## src/rtl/vsb_pkg.sv

```systemverilog
package vsb_pkg;

    typedef enum logic [2:0] {
        S_IDLE,
        S_INV,
        S_GATHER,
        S_WRITE,
        S_READ,
        S_RWAIT,
        S_SCATTER,
        S_FIN
    } vsb_state_e;

    typedef struct packed {
        logic [2:0] cnt;
        logic [3:0] be;
    } vsb_seg_t;

    // Lanes lo .. lo+cnt-1 of a 32-bit word.
    function automatic logic [3:0] lane_mask(input logic [1:0] lo, input logic [2:0] cnt);
        logic [7:0] ones;
        ones = (8'd1 << cnt) - 8'd1;
        return 4'(ones << lo);
    endfunction

endpackage

```

## src/rtl/vsb_cmd_prep.sv

```systemverilog
module vsb_cmd_prep #(
    parameter int ADDR_W    = 23,
    parameter int PAGE_BITS = 12,
    localparam int LEN_W    = ADDR_W + 1,
    localparam int PAGE_W   = ADDR_W - PAGE_BITS
) (
    input  logic [31:0]       raw_addr,
    input  logic [LEN_W-1:0]  raw_len,
    output logic [ADDR_W-1:0] addr,
    output logic [LEN_W-1:0]  len_eff,
    output logic [PAGE_W-1:0] page_first,
    output logic [PAGE_W-1:0] page_last
);
    localparam logic [LEN_W-1:0] SPACE = LEN_W'(1) << ADDR_W;

    logic [LEN_W-1:0] room;
    logic [LEN_W-1:0] last_byte;

    always_comb begin
        addr       = raw_addr[ADDR_W-1:0];
        room       = SPACE - LEN_W'(addr);
        len_eff    = (raw_len > room) ? room : raw_len;
        last_byte  = LEN_W'(addr) + len_eff - LEN_W'(1);
        page_first = addr[ADDR_W-1:PAGE_BITS];
        page_last  = last_byte[ADDR_W-1:PAGE_BITS];
    end
endmodule

```

## src/rtl/vsb_page_walker.sv

```systemverilog
module vsb_page_walker #(
    parameter int PAGE_W = 11
) (
    input  logic              clk,
    input  logic              rst,
    input  logic              load,
    input  logic              step,
    input  logic [PAGE_W-1:0] first,
    input  logic [PAGE_W-1:0] last,
    output logic [PAGE_W-1:0] page,
    output logic              at_last
);
    logic [PAGE_W-1:0] last_q;

    always_ff @(posedge clk) begin
        if (rst) begin
            page   <= '0;
            last_q <= '0;
        end else if (load) begin
            page   <= first;
            last_q <= last;
        end else if (step) begin
            page   <= page + PAGE_W'(1);
        end
    end

    assign at_last = (page == last_q);
endmodule

```

## src/rtl/vram_split_bridge.sv

```systemverilog
module vram_split_bridge
    import vsb_pkg::*;
#(
    parameter int ADDR_W    = 23,
    parameter int PAGE_BITS = 12,
    localparam int LEN_W    = ADDR_W + 1,
    localparam int WORD_W   = ADDR_W - 2,
    localparam int PAGE_W   = ADDR_W - PAGE_BITS
) (
    input  logic              clk,
    input  logic              rst,
    input  logic              cmd_valid,
    output logic              cmd_ready,
    input  logic              cmd_write,
    input  logic [31:0]       cmd_addr,
    input  logic [LEN_W-1:0]  cmd_len,
    input  logic              wr_valid,
    output logic              wr_ready,
    input  logic [7:0]        wr_byte,
    output logic              rd_valid,
    input  logic              rd_ready,
    output logic [7:0]        rd_byte,
    output logic              mem_req,
    output logic              mem_we,
    output logic [WORD_W-1:0] mem_word_addr,
    output logic [3:0]        mem_be,
    output logic [31:0]       mem_wdata,
    input  logic [31:0]       mem_rdata,
    output logic              inv_valid,
    output logic [PAGE_W-1:0] inv_page,
    output logic              done
);
    vsb_state_e        state;
    logic [WORD_W-1:0] waddr;
    logic [1:0]        lo;
    logic [1:0]        k;
    logic [LEN_W-1:0]  remain;
    logic [31:0]       dbuf;

    logic [ADDR_W-1:0] p_addr;
    logic [LEN_W-1:0]  p_len;
    logic [PAGE_W-1:0] p_pfirst, p_plast;
    logic              walk_last;
    logic              accept;

    vsb_seg_t          seg;
    logic [2:0]        room;
    logic [1:0]        lane;
    logic              lane_last;
    logic              seg_last;

    vsb_cmd_prep #(.ADDR_W(ADDR_W), .PAGE_BITS(PAGE_BITS)) u_prep (
        .raw_addr   (cmd_addr),
        .raw_len    (cmd_len),
        .addr       (p_addr),
        .len_eff    (p_len),
        .page_first (p_pfirst),
        .page_last  (p_plast)
    );

    assign accept = cmd_valid && (state == S_IDLE);

    vsb_page_walker #(.PAGE_W(PAGE_W)) u_walk (
        .clk     (clk),
        .rst     (rst),
        .load    (accept),
        .step    ((state == S_INV) && !walk_last),
        .first   (p_pfirst),
        .last    (p_plast),
        .page    (inv_page),
        .at_last (walk_last)
    );

    always_comb begin
        room      = 3'd4 - {1'b0, lo};
        seg.cnt   = (remain >= LEN_W'(room)) ? room : remain[2:0];
        seg.be    = lane_mask(lo, seg.cnt);
        lane      = lo + k;
        lane_last = ({1'b0, k} == (seg.cnt - 3'd1));
        seg_last  = (remain == LEN_W'(seg.cnt));
    end

    always_ff @(posedge clk) begin
        if (rst) begin
            state  <= S_IDLE;
            waddr  <= '0;
            lo     <= '0;
            k      <= '0;
            remain <= '0;
            dbuf   <= '0;
        end else begin
            unique case (state)
                S_IDLE: if (cmd_valid) begin
                    waddr  <= p_addr[ADDR_W-1:2];
                    lo     <= p_addr[1:0];
                    remain <= p_len;
                    k      <= '0;
                    dbuf   <= '0;
                    if (p_len == '0)    state <= S_FIN;
                    else if (cmd_write) state <= S_INV;
                    else                state <= S_READ;
                end
                S_INV: if (walk_last) state <= S_GATHER;
                S_GATHER: if (wr_valid) begin
                    dbuf[8*lane +: 8] <= wr_byte;
                    if (lane_last) state <= S_WRITE;
                    else           k     <= k + 2'd1;
                end
                S_WRITE: begin
                    remain <= remain - LEN_W'(seg.cnt);
                    waddr  <= waddr + WORD_W'(1);
                    lo     <= '0;
                    k      <= '0;
                    dbuf   <= '0;
                    state  <= seg_last ? S_FIN : S_GATHER;
                end
                S_READ:  state <= S_RWAIT;
                S_RWAIT: begin
                    dbuf  <= mem_rdata;
                    state <= S_SCATTER;
                end
                S_SCATTER: if (rd_ready) begin
                    if (lane_last) begin
                        remain <= remain - LEN_W'(seg.cnt);
                        waddr  <= waddr + WORD_W'(1);
                        lo     <= '0;
                        k      <= '0;
                        state  <= seg_last ? S_FIN : S_READ;
                    end else begin
                        k <= k + 2'd1;
                    end
                end
                S_FIN:   state <= S_IDLE;
                default: state <= S_IDLE;
            endcase
        end
    end

    always_comb begin
        cmd_ready     = (state == S_IDLE);
        wr_ready      = (state == S_GATHER);
        rd_valid      = (state == S_SCATTER);
        rd_byte       = dbuf[8*lane +: 8];
        mem_req       = (state == S_WRITE) || (state == S_READ);
        mem_we        = (state == S_WRITE);
        mem_word_addr = {waddr[0], waddr[WORD_W-1:1]};
        mem_be        = seg.be;
        mem_wdata     = dbuf;
        inv_valid     = (state == S_INV);
        done          = (state == S_FIN);
    end

    // Burst history used only by the properties below.
    logic chk_seen, chk_bank, chk_wrote;
    always_ff @(posedge clk) begin
        if (rst || state == S_IDLE) begin
            chk_seen  <= 1'b0;
            chk_bank  <= 1'b0;
            chk_wrote <= 1'b0;
        end else if (mem_req) begin
            chk_seen <= 1'b1;
            chk_bank <= mem_word_addr[WORD_W-1];
            if (mem_we) chk_wrote <= 1'b1;
        end
    end

    a_r5_bank_alternates: assert property (@(posedge clk) disable iff (rst)
        mem_req && chk_seen |-> mem_word_addr[WORD_W-1] != chk_bank);

    a_r7_inv_before_write: assert property (@(posedge clk) disable iff (rst)
        inv_valid |-> !chk_wrote);

    a_r7_pages_ascend: assert property (@(posedge clk) disable iff (rst)
        inv_valid && $past(inv_valid) |-> inv_page == $past(inv_page) + PAGE_W'(1));

    a_r4_be_contiguous: assert property (@(posedge clk) disable iff (rst)
        mem_req |-> mem_be inside {4'h1, 4'h3, 4'h7, 4'hF, 4'h2, 4'h6, 4'hE, 4'h4, 4'hC, 4'h8});

    a_r11_rd_hold: assert property (@(posedge clk) disable iff (rst)
        rd_valid && !rd_ready |=> rd_valid && $stable(rd_byte));

    a_r9_zero_len: assert property (@(posedge clk) disable iff (rst)
        cmd_valid && cmd_ready && cmd_len == '0 |=> done && !mem_req && !inv_valid);

    a_r10_done_pulse: assert property (@(posedge clk) disable iff (rst)
        done |=> !done && cmd_ready);
endmodule

```

## config.mk

```make
export PLATFORM = sky130hd
export DESIGN_NAME = vram_split_bridge
export DESIGN_NICKNAME = d
export VERILOG_FILES = /design/src/rtl/vsb_pkg.sv /design/src/rtl/vsb_cmd_prep.sv /design/src/rtl/vsb_page_walker.sv /design/src/rtl/vram_split_bridge.sv
export SDC_FILE = /design/constraint.sdc
export NUM_CORES = 1
export LEC_CHECK = 0
export ABC_AREA = 1
export BUFFER_PORTS_ARGS = -buffer_cell sky130_fd_sc_hd__buf_2
export CAP_MARGIN = 20
export CORE_AREA = 5 5 151 153
export CTS_BUF_LIST = sky130_fd_sc_hd__clkbuf_2 sky130_fd_sc_hd__clkbuf_4 sky130_fd_sc_hd__clkbuf_8
export DETAILED_ROUTE_END_ITERATION = 12
export DIE_AREA = 0 0 156 158
export PLACE_DENSITY_LB_ADDON = 0.12
export SLEW_MARGIN = 20
export SYNTH_ARGS = -nofsm -noshare
export SYNTH_HDL_FRONTEND = slang
export SYNTH_SLANG_ARGS = --single-unit
```

## constraint.sdc

```tcl
create_clock -name clk -period 4.99 [get_ports clk]
set_clock_uncertainty 0.1 [all_clocks]
set_input_delay 0.2495 -clock clk [delete_from_list [all_inputs] [get_ports clk]]
set_output_delay 0.2495 -clock clk [all_outputs]
set_load 0.01 [all_outputs]
```

* Word-level counts from Yosys, hierarchy flattened
Cells that the tools add are included.
** Word-level totals
- Flip-flop bits (word level) :: 106
- Input port bits :: 102
- Output and inout port bits :: 83
- Word-level logic and storage cells :: 95
** Cells by class
- Add/sub/neg operators :: 12
- $lt $le $gt $ge :: 2
- Equality and inequality tests :: 17
- Shifts and indexed selects :: 5
- Mux-type cells :: 37
- Reduce and logical (&&, ||, !) cells :: 14
** Operator list (number)
- 32-bit one-hot mux with 4 select lines :: 1
- 24-bit two-way mux :: 4
- 24-bit one-hot mux with 3 select lines :: 1
- 32-bit two-way mux :: 2
- 21-bit two-way mux :: 3
- 21-bit one-hot mux with 3 select lines :: 1
- 5-bit negator with 34-bit output :: 1
- 8-bit by 34-bit variable shift with 32-bit output, first input constant :: 1
- 8-bit by 34-bit variable part select with 32-bit output :: 1
- 32-bit bitwise mux :: 1
- 32-bit by 6-bit variable part select with 8-bit output :: 1
- 3-bit two-way mux :: 10
- 24-bit by 3-bit == test with 1-bit output :: 1
- 24-bit by 3-bit greater-or-equal comparator with 1-bit output :: 1
- 24-bit greater-than comparator :: 1
- 24-bit logical NOT :: 1
- 3-bit one-hot mux with 8 select lines :: 1
- 24-bit by 23-bit subtractor with 24-bit output, first input constant :: 1
- 24-bit by 3-bit subtractor with 24-bit output :: 1
- 23-bit adder :: 1
- 23-bit by 1-bit subtractor with 23-bit output, second input constant :: 1
- 11-bit two-way mux :: 2
- 21-bit by 1-bit adder with 21-bit output, second input constant :: 1
- 2-bit two-way mux :: 9
- other kinds (28) :: 39

* Longest topological paths before layout
Gate-level depths: netlist (run 1).
- Word-level depth :: 8
- Depth in mapped cells :: 41
- Depth with buffers taken out :: 40

* Hierarchy
Synthesis (run 1) repeated with hierarchy kept, for this count alone.
** Second synthesis, totals
- Cells, all modules :: 1612
- Area, all modules :: 10317.4 µm²
** Modules (own cells, without submodules)
- vram_split_bridge :: times used 1, cells each 907, area an instance 5929.4 µm², seq. area each 1681.6 µm²
- vsb_cmd_prep :: times used 1, cells each 541, area an instance 3198.1 µm², seq. area each 0.0 µm²
- vsb_page_walker :: times used 1, cells each 164, area an instance 1189.9 µm², seq. area each 440.4 µm²

* Least setup slack after synthesis (run 1)
No wires, ideal clock.
- Path type :: input to register
- Start :: input port cmd_addr[4]
- End :: register u_walk.last_q[10]
- Setup time :: 0.109 ns
- Arrival :: 4.357 ns
- Data required time :: 4.781 ns
- Setup slack :: 0.424 ns
- Cell stages on the path :: 37
- Buffers on the path :: 1
- Path through :: nor2_2 > nand2_1 > nor2_4 > nand2_1 > nor2_1 > inv_1 > nor2_1 > nand4_1 > or4_1 > ha_1 > nand4_1 > nor2_1 > nand2_1 > nor2_2 > nand3_1 > nand2_1 > inv_1 > nand3_2 > nand2_4 > inv_6 > buf_6 > o21a_1 > inv_2 > ha_1 > inv_1 > ha_1 > a21oi_1 > o21ai_0 > o21bai_1 > a31oi_1 > nand2_1 > nand3b_1 > nand2_1 > nand2_1 > nand3_1 > nand2_1 > inv_1
** Between the ends
- Longest elaborated chain between the ends :: 5
** RTL lines
- start: declaration :: line vram_split_bridge.sv:15 : input logic [31:0] cmd_addr,
- 24-bit by 23-bit subtractor with 24-bit output :: line vsb_cmd_prep.sv:21 : room = SPACE - LEN_W'(addr);
- 24-bit greater-than comparator :: line vsb_cmd_prep.sv:22 : len_eff = (raw_len > room) ? room : raw_len;
- 24-bit two-way mux :: line vsb_cmd_prep.sv:22
- 23-bit adder (*) :: line vsb_cmd_prep.sv:23 : last_byte = LEN_W'(addr) + len_eff - LEN_W'(1);
- 23-bit by 1-bit subtractor with 23-bit output (*) :: line vsb_cmd_prep.sv:23
- end signal: assignment :: line vsb_page_walker.sv:21 : last_q <= last;
- end: declaration :: line vsb_page_walker.sv:13 : logic [PAGE_W-1:0] last_q;
Every way passes the cells marked *; elsewhere a longest branch is shown, timed or not.
A chain may end at the register's enable or synchronous reset.

* Worst setup path after layout (run 1)
- Start :: input port cmd_addr[2]
- End :: register u_walk.last_q[7]
The elaborated chain is that of the path after synthesis.

==> impl_results.md, run 1 <==
- Synth Area in Adders: 0.111
- Clk Latency, worst-skew pair: 390 ps
- Seq/Total Area, Yosys: 0.220
- First-pass GRT wire length: 51.0 mm
- Nets: 1869
- Switching Share: 0.521
- Setup crit start kind: input pin
- Worst EP arrival: 4880 ps
- NetSw: 3.44 mW
- Residual DRC: 0
- Total core area: 21400 um2
- Multiplexer share of the synthesized area: 0
- Longest Clk Path Bufs: 2
- Slew @ Worst Pin: 871 ps
- Sequential power share: 0.232
- Cell family with most CP delay: simple AND/OR/NAND/NOR gates
- Largest net degree at the start of global routing: 63
- Die Span X: 156 um
- Initial antenna violation count: 0
- Fmax: 212 MHz
- Leak: 5.68 nW
- CP peak stage delay: 460 ps
- Number of top-level pins: 185
- Max-slew violations: 0
- GRT Util Overall: 0.257
- Outcome: finished, final reports clean
- Worst VDD drop: 0.263 mV
- Yosys reg bits: 106
- Power Density: 560 nW/um2
- Vias in the first global route: 9811
- Post-route design area: 11800 um2
- Drt pass-1 iters: 5
- Initial Utilization: 0.450
- Slew headroom: 0.419
- Top_reg_cell synth: dfxtp_1
- H-tree levels: 3
- Clock Pin Slew Worst Setup and Hold Paths: 120 ps
- Number of diodes: 0
- CP Class: input pin to register
- Die Ht: 158 um
- Final wirelength: 32.6 mm
- Synth Area in Compound Gates: 0.259
- Worst path required time: 5150 ps
- Fill count: 2214
- Critical path capture point type: register
- Clock network power share: 0.091
- # rows: 54
- CTS buffer count: 9
- Final WS setup: 265 ps
- Async S/R FF share, synth: 0
- Worst Path Buf+Inv: 6
- DR WL/cell: 16.6 um
- Cells after synthesis: 1444
- Post-synth cell types: 57
- Worst Hold Class: input pin to register
- Drt via density: 5.41
- RSZ-0062 raised after global routing: yes
- Final setup viols: 0
- Routability congestion estimate: 0.940
- DRT antenna net count: 0
- Post-Syn Area: 9630 um2
- Synth top area cells: dfxtp_1 (22%), ha_1 (11%), nand2_1 (9.4%), inv_1 (7.9%), a21oi_1 (5.7%)
- CP max stage cell: or4_4
- Cell taking the most area after synthesis: dfxtp_1
- Synthesis-to-layout area growth: 22.7%
- Fin crit share: 0.947
- Multi-input gate area: 6590 um2
- EDFF count, synth: 0
- Pre-CTS WS: -194 ps
- IO Port Bufs: 175
- Iteration-0 DRC Markers: 786
- Max-Cap Viols: 0
- Synthesized area per cell: 6.67 um2
- Ratio of cells with drive above 1 in the final layout: 0.232
- CP most frequent cell: nand2_1
- Final Hold Vio Count: 0
- Largest family of logic cells by synthesized area: compound AO/OA/AOI/OAI gates
- P_int: 3.17 mW
- R2R setup slack: 480 ps
- Syn nets: 1631
- Xor and xnor area share after synthesis: 0.0682
- Synth Warn #: 0
- Worst hold slack: 55.7 ps
- GRT Residual Overflow: 0
- Die ar.: 24600 um2
- Placement Cell Area: 11400 um2
- Clock Root Buffer: clkbuf_8
- Area occupied by registers: 2120 um2
- Worst Path Max Fanout: 22
- Clock Sinks: 106
- Routed via count: 10700
- Simple-gate share of the synthesized area: 0.228
- TritonCTS clock tree: built
- Tmin final: 4730 ps
- Dpl hpwl: 25.7 mm
- Comb pwr share: 0.678
- Top-area cell type share of the netlist area: 0.220
tightest hold or removal path, delay by kind of cell:
| family | cells | cell delay [ps] |
|---|---|---|
| buffers and inverters | 1 | 80 |
| AOI/OAI and AO/OA | 2 | 190 |
per-stage QoR:
stage                     power [mW]   util  TNS, ps  instances
after floorplan                 4.54      -        0       1444
after global placement          5.87  0.533     -313       1948
after detailed placement        5.93  0.533    -1050       1948
after CTS                       6.54  0.543        0       1964
after global routing            7.24  0.552     -510       1967
final                           6.61  0.552        0       1967
sequential cells by signal, summed over array words and instances (netlist names):
register       flops
mem_wdata         32
waddr             21
remain            24
k                  2
u_walk.last_q     11
lo                 2
state              3
u_walk.page       11
layout make-up:
cell class / count / share of cell area
well taps: 280 / 0.0297
flip-flops and latches: 106 / 0.180
repair buffers: 287 / 0.145
inverters: 218 / 0.0697
clock buffers: 10 / 0.0111
clock inverters: 6 / 0.00688
multi-input cells: 1060 / 0.557
logic make-up (layout without fill, tap and decap cells):
logic type / Yosys count / after routing
AO/OA/AOI/OAI: 404 / 404
XOR/XNOR: 75 / 75
adder cells (fa/ha/maj): 85 / 85
buffers and inverters: 278 / 521
flip-flops: 106 / 106
AND/OR/NAND/NOR: 496 / 496
worst paths after layout:
check             depth (start not counted)               end          start
setup / recovery                         32  u_walk.last_q[7]    cmd_addr[2]
hold / removal                            3     mem_wdata[13]  mem_rdata[13]
setup reg to reg                         25        remain[23]          lo[1]
hold reg to reg                           2        remain[23]     remain[23]
Yosys cell counts (7+ instances only):
cell type	number
nand2_1	242
o211ai_1	10
xor2_1	62
or2_2	7
xnor2_1	13
dfxtp_1	106
nor3_1	17
nand4_1	20
a21oi_1	110
o21ai_0	92
a221oi_1	35
buf_2	7
nand3_1	49
nor2_1	117
clkbuf_1	43
inv_1	202
a22oi_1	10
or2_1	7
a211oi_1	31
ha_1	84
inv_2	14
a31oi_1	23
o21ai_1	21
o22ai_1	34
o21a_1	18
nor2_2	10
layer usage:
metal	wire, um	global-route usage	up-vias
li1	-	-	5380
met1	15200	0.359	4925
met2	15100	0.424	310
met3	1790	0.0301	35
met4	570	0.0617	0
met5	0	0	-
power groups by stage:
stage / registers, mW / logic [mW] / clock network, mW
2_1_floorplan: 1.55 / 2.98 / 0
3_3_place_gp: 1.54 / 4.33 / 0
3_5_place_dp: 1.54 / 4.39 / 0
5_1_grt: 1.58 / 5.02 / 0.645
4_1_cts: 1.53 / 4.40 / 0.614
6_report: 1.53 / 4.48 / 0.599
cells in the final DEF (no fill, tap or decap), types with 24 or more instances in the layout:
master	instances
nand2_1	237
buf_2	175
inv_1	202
nand3_1	49
o21ai_0	88
buf_4	112
nor2_1	113
o21ai_1	24
xor2_1	62
ha_1	77
dfxtp_1	104
a211oi_1	30
o22ai_1	34
a221oi_1	35
a21oi_1	100
repair_timing:
item                                    4_1_cts  5_1_grt
resized for setup                             0       36
hold buffers                                  0        0
endpoints found under the setup margin        0       14
buffers inserted                              0        3
Power figures use the tool's default switching activity.
==> inputs of run 2 (changes only) <==
- CTS_BUF_LIST: sky130_fd_sc_hd__clkbuf_2 sky130_fd_sc_hd__clkbuf_4 sky130_fd_sc_hd__clkbuf_8 -> unset
==> impl_results.md, run 2 (synthesis gave the netlist of run 1 again) <==
- Residual DRC: 0
- HP Start: mem_rdata[13]
- # rows: 54
- Clk Latency, worst-skew pair: 350 ps
- Initial Utilization: 0.450
- CTS buffer count: 9
- CP most frequent cell: nand2_1
- Worst Path Buf+Inv: 7
- Final wirelength: 33.0 mm
- GRT Util Overall: 0.257
- Final Hold Vio Count: 0
- Fill count: 2176
- Drt pass-1 iters: 6
- Leak: 5.73 nW
- Routability congestion estimate: 0.940
- Nets: 1869
- Worst Hold End: mem_wdata[13]
- Commonest non-fill, non-tap cell in the layout: nand2_1
- GRT Residual Overflow: 0
- Die Ht: 158 um
- Slew @ Worst Pin: 872 ps
- CP Class: input pin to register
- Tmin final: 4650 ps
- Number of top-level pins: 185
- Critical path capture point type: register
- Clock Root Buffer: clkbuf_16
- Die Span X: 156 um
- Dpl hpwl: 25.7 mm
- Drt via density: 5.46
- Clock Sinks: 106
- IO Port Bufs: 175
- Worst VDD drop: 0.291 mV
- DRT antenna net count: 0
- Crit path from: cmd_addr[2]
- Largest net degree at the start of global routing: 63
- Vias in the first global route: 9880
- DR WL/cell: 16.8 um
- Routed via count: 10700
- Power Density: 567 nW/um2
- Slew headroom: 0.418
- Crit Reg-Reg Endpoint: remain[19]
- Setup TNS: 0 ps
- Worst Hold Class: input pin to register
- Ratio of cells with drive above 1 in the final layout: 0.249
- Fmax: 215 MHz
- CP max stage cell: or4_4
- Fin crit share: 0.933
- Clock Pin Slew Worst Setup and Hold Paths: 80 ps
- Cell family with most CP delay: simple AND/OR/NAND/NOR gates
- Max reg flops: 32
- Post-route design area: 12100 um2
- Synthesis-to-layout area growth: 25.5%
- Max-Cap Viols: 0
- Outcome: finished, final reports clean
- Longest Clk Path Bufs: 2
- RSZ-0062 raised after global routing: yes
- Iteration-0 DRC Markers: 790
- Initial antenna violation count: 0
- Worst path required time: 5150 ps
- First-pass GRT wire length: 51.2 mm
- Placement Cell Area: 11400 um2
- Worst hold path depth: 3
- Most frequent cells in the layout: nand2_1 (231), inv_1 (197), buf_2 (175)
- Worst reg2reg path depth: 25
- Final setup viols: 0
- Number of diodes: 0
- Setup crit start kind: input pin
- Die ar.: 24600 um2
- TritonCTS clock tree: built
- R2R setup slack: 450 ps
- Pre-CTS WS: -194 ps
- H-tree levels: 3
- Max-slew violations: 0
- CP peak stage delay: 460 ps
- Worst EP arrival: 4810 ps
- Total core area: 21400 um2
- Final WS setup: 336 ps
- Worst Path Max Fanout: 22
- RR Startpoint: lo[1]
## run 2: worst max-delay path by stage
stage / to / slack, ps / cells after the start
after floorplan: u_walk.last_q[10] / 420 / 37
after global placement: u_walk.last_q[10] / -100 / 36
after detailed placement: u_walk.last_q[9] / -190 / 35
after CTS: u_walk.last_q[9] / 160 / 35
after global routing: u_walk.last_q[10] / -120 / 39
final: u_walk.last_q[10] / 340 / 38
## run 2: worst reg2reg max path: stages, from the launching register on
cell      delay, ps
dfxtp_2         390
inv_1           120
ha_1            310
inv_1            40
ha_1            250
a21boi_0        120
o21ai_1         230
nand4_4         180
o21ai_1         220
inv_1            90
ha_1            310
a21o_1          190
a21oi_1         180
nand3_1         150
nor3_2          200
nand3_1         150
nor2_1          170
nand2_1          90
nor2_1          130
nand2_1          90
nor2_1          120
inv_2            70
nor3_1          170
xor2_1          170
a21oi_1          80
a21oi_1         140
## run 2: timing repair
action                                 4_1_cts  5_1_grt
setup endpoints to repair                    0       14
buffers inserted                             0        3
endpoints found under the hold margin        0        0
resized for setup                            0       71
hold buffers                                 0        0
## run 2: stage by stage
| stage | std cells | power, mW | hold WS, ps | util |
|---|---|---|---|---|
| 2_1_floorplan | 1444 | 4.54 | 294 | - |
| 4_1_cts | 1964 | 6.73 | 86.5 | 0.547 |
| 3_5_place_dp | 1948 | 5.93 | 387 | 0.533 |
| 6_report | 1967 | 6.86 | 98.3 | 0.564 |
| 3_3_place_gp | 1948 | 5.87 | 376 | 0.533 |
| 5_1_grt | 1967 | 7.47 | 103 | 0.564 |
## run 2: power by group
part           internal [mW]  total (mW)  switching, mW  leakage, nW
clock                  0.403       0.772          0.369        0.153
combinational           1.76        4.55           2.79         4.70
sequential              1.19        1.54          0.345        0.877
## run 2: area by class of cell
cell class              instances  area [um2]  area share
multi-input cells            1060        6760       0.559
flip-flops and latches        106        2120       0.176
repair buffers                287        1720       0.142
inverters                     218         826      0.0683
well taps                     280         350      0.0290
clock buffers                  10         229      0.0189
clock inverters                 6        81.3     0.00673
## run 2: metal layers
layer | routed length (um) | track usage | share of wire
met2 | 15400 | 0.428 | 0.47
met4 | 562 | 0.0579 | 0.017
met1 | 15300 | 0.358 | 0.46
met5 | 0 | 0 | 0
met3 | 1770 | 0.0303 | 0.054
==> inputs of run 3 (changes only) <==
- BUFFER_PORTS_ARGS: -buffer_cell sky130_fd_sc_hd__buf_2 -> -buffer_cell sky130_fd_sc_hd__buf_4
- CORE_AREA: 5 5 151 153 -> 2 2 148 150
- DIE_AREA: 0 0 156 158 -> 0 0 150 152
- REMOVE_ABC_BUFFERS: unset -> 1
==> impl_results.md, run 3 (synthesis gave the netlist of run 1 again) <==
- Outcome: finished, final reports clean
- CP peak stage delay: 340 ps
- Fin crit share: 0.927
- RR Startpoint: lo[1]
- First-pass GRT wire length: 49.7 mm
- Pre-CTS WS: -162 ps
- Fill count: 2174
- Die Ht: 152 um
- Residual DRC: 0
- Max reg flops: 32
- Dpl hpwl: 23.9 mm
- Max-Cap Viols: 0
- Initial antenna violation count: 0
- Total core area: 21400 um2
- Clk Latency, worst-skew pair: 370 ps
- Fmax: 216 MHz
- CP most frequent cell: nand2_1
- Max-slew violations: 0
- CP max stage cell: ha_1
- Worst Path Max Fanout: 11
- Worst VDD drop: 0.319 mV
- Final setup viols: 0
- Worst Hold Class: input pin to register
- HP Start: cmd_addr[21]
- DR WL/cell: 15.9 um
- Area occupied by registers: 2120 um2
- Number of diodes: 0
- Nets: 1853
- Die Span X: 150 um
- Drt via density: 5.34
- GRT Util Overall: 0.271
- # placed instances: 1935
- TritonCTS clock tree: built
- Final WS setup: 366 ps
- Worst path required time: 5190 ps
- IO Port Bufs: 175
- CTS buffer count: 9
- GRT Residual Overflow: 0
- Worst hold path depth: 2
- Worst reg2reg path depth: 25
- R2R setup slack: 510 ps
- Die ar.: 22800 um2
- Largest net degree at the start of global routing: 62
- Multi-input gate area: 6470 um2
- Most frequent cells in the layout: buf_4 (271), nand2_1 (242), inv_1 (202)
- Clock Pin Slew Worst Setup and Hold Paths: 80 ps
- DRT antenna net count: 0
- Synthesis-to-layout area growth: 25.9%
- RSZ-0062 raised after global routing: yes
- Tmin final: 4620 ps
- Vias in the first global route: 9928
- Crit path from: cmd_addr[2]
- Commonest non-fill, non-tap cell in the layout: buf_4
- Drt pass-1 iters: 6
- Leak: 5.74 nW
- Ratio of cells with drive above 1 in the final layout: 0.213
- Final Hold Vio Count: 0
- Clock Sinks: 106
- Worst Hold End: u_walk.page[9]
- H-tree levels: 3
- Number of top-level pins: 185
- Slew headroom: 0.503
- CP Class: input pin to register
- Finished Layout Cells: 1951
- Longest Clk Path Bufs: 2
- Setup crit start kind: input pin
- # rows: 54
- Initial Utilization: 0.451
- Slew @ Worst Pin: 744 ps
- Power Density: 575 nW/um2
- Routability congestion estimate: 0.911
- Crit Reg-Reg Endpoint: remain[19]
- Iteration-0 DRC Markers: 680
- Routed via count: 10400
- Final wirelength: 31.0 mm
- Clock Root Buffer: clkbuf_16
- Worst EP arrival: 4820 ps
- Final core occ: 0.568
- Critical path capture point type: register
==> run 3: final cells by class <==
class,count,share of cell area
inverter,218,0.0681
tap,280,0.0289
clock buffer,9,0.0186
timing repair buffer,271,0.168
sequential,106,0.175
multi-input combinational,1060,0.534
clock inverter,7,0.00795
==> run 3: routing by layer <==
metal	vias up	global-route usage	part of all wire
met5	-	0	0
met4	0	0.0791	0.022
met3	39	0.0369	0.054
met2	306	0.456	0.47
met1	4727	0.359	0.45
li1	5351	-	-
==> run 3: worst max-delay path by stage <==
stage	to	slack, ps	cells past startpoint
after detailed placement	u_walk.last_q[10]	-160	37
final	u_walk.last_q[7]	370	34
after floorplan	waddr[19]	-100	10
after global routing	u_walk.last_q[10]	-60	37
after global placement	u_walk.last_q[10]	-60	37
after CTS	u_walk.last_q[10]	190	37
==> run 3: worst max-delay path: cells and delay by family <==
kind,cells,cell delay [ps]
simple gates,18,2080
fa+ha+maj,3,910
xor+xnor,2,250
compound gates,4,600
buf+inv,7,740
==> run 3: what timing repair did <==
item | 4_1_cts | 5_1_grt
endpoints found under the hold margin | 0 | 0
endpoints found under the setup margin | 0 | 13
resized for setup | 0 | 16
hold buffers | 0 | 0
buffers inserted | 0 | 0
==> run 3: metrics by stage <==
stage,power (mW),hold WS (ps),TNS [ps],area (um2)
2_1_floorplan,4.42,216,-1460,9360
3_3_place_gp,6.08,380,-124,11800
3_5_place_dp,6.15,384,-814,11800
4_1_cts,6.96,52.7,0,12100
5_1_grt,7.62,54.8,-114,12100
6_report,6.97,61.3,0,12100
==> run 3: power breakdown <==
part           switching (mW)  internal (mW)  total, mW
Sequential              0.335           1.19       1.52
Clock                   0.393          0.405      0.798
Combinational            2.75           1.90       4.65
Total                    3.47           3.50       6.97
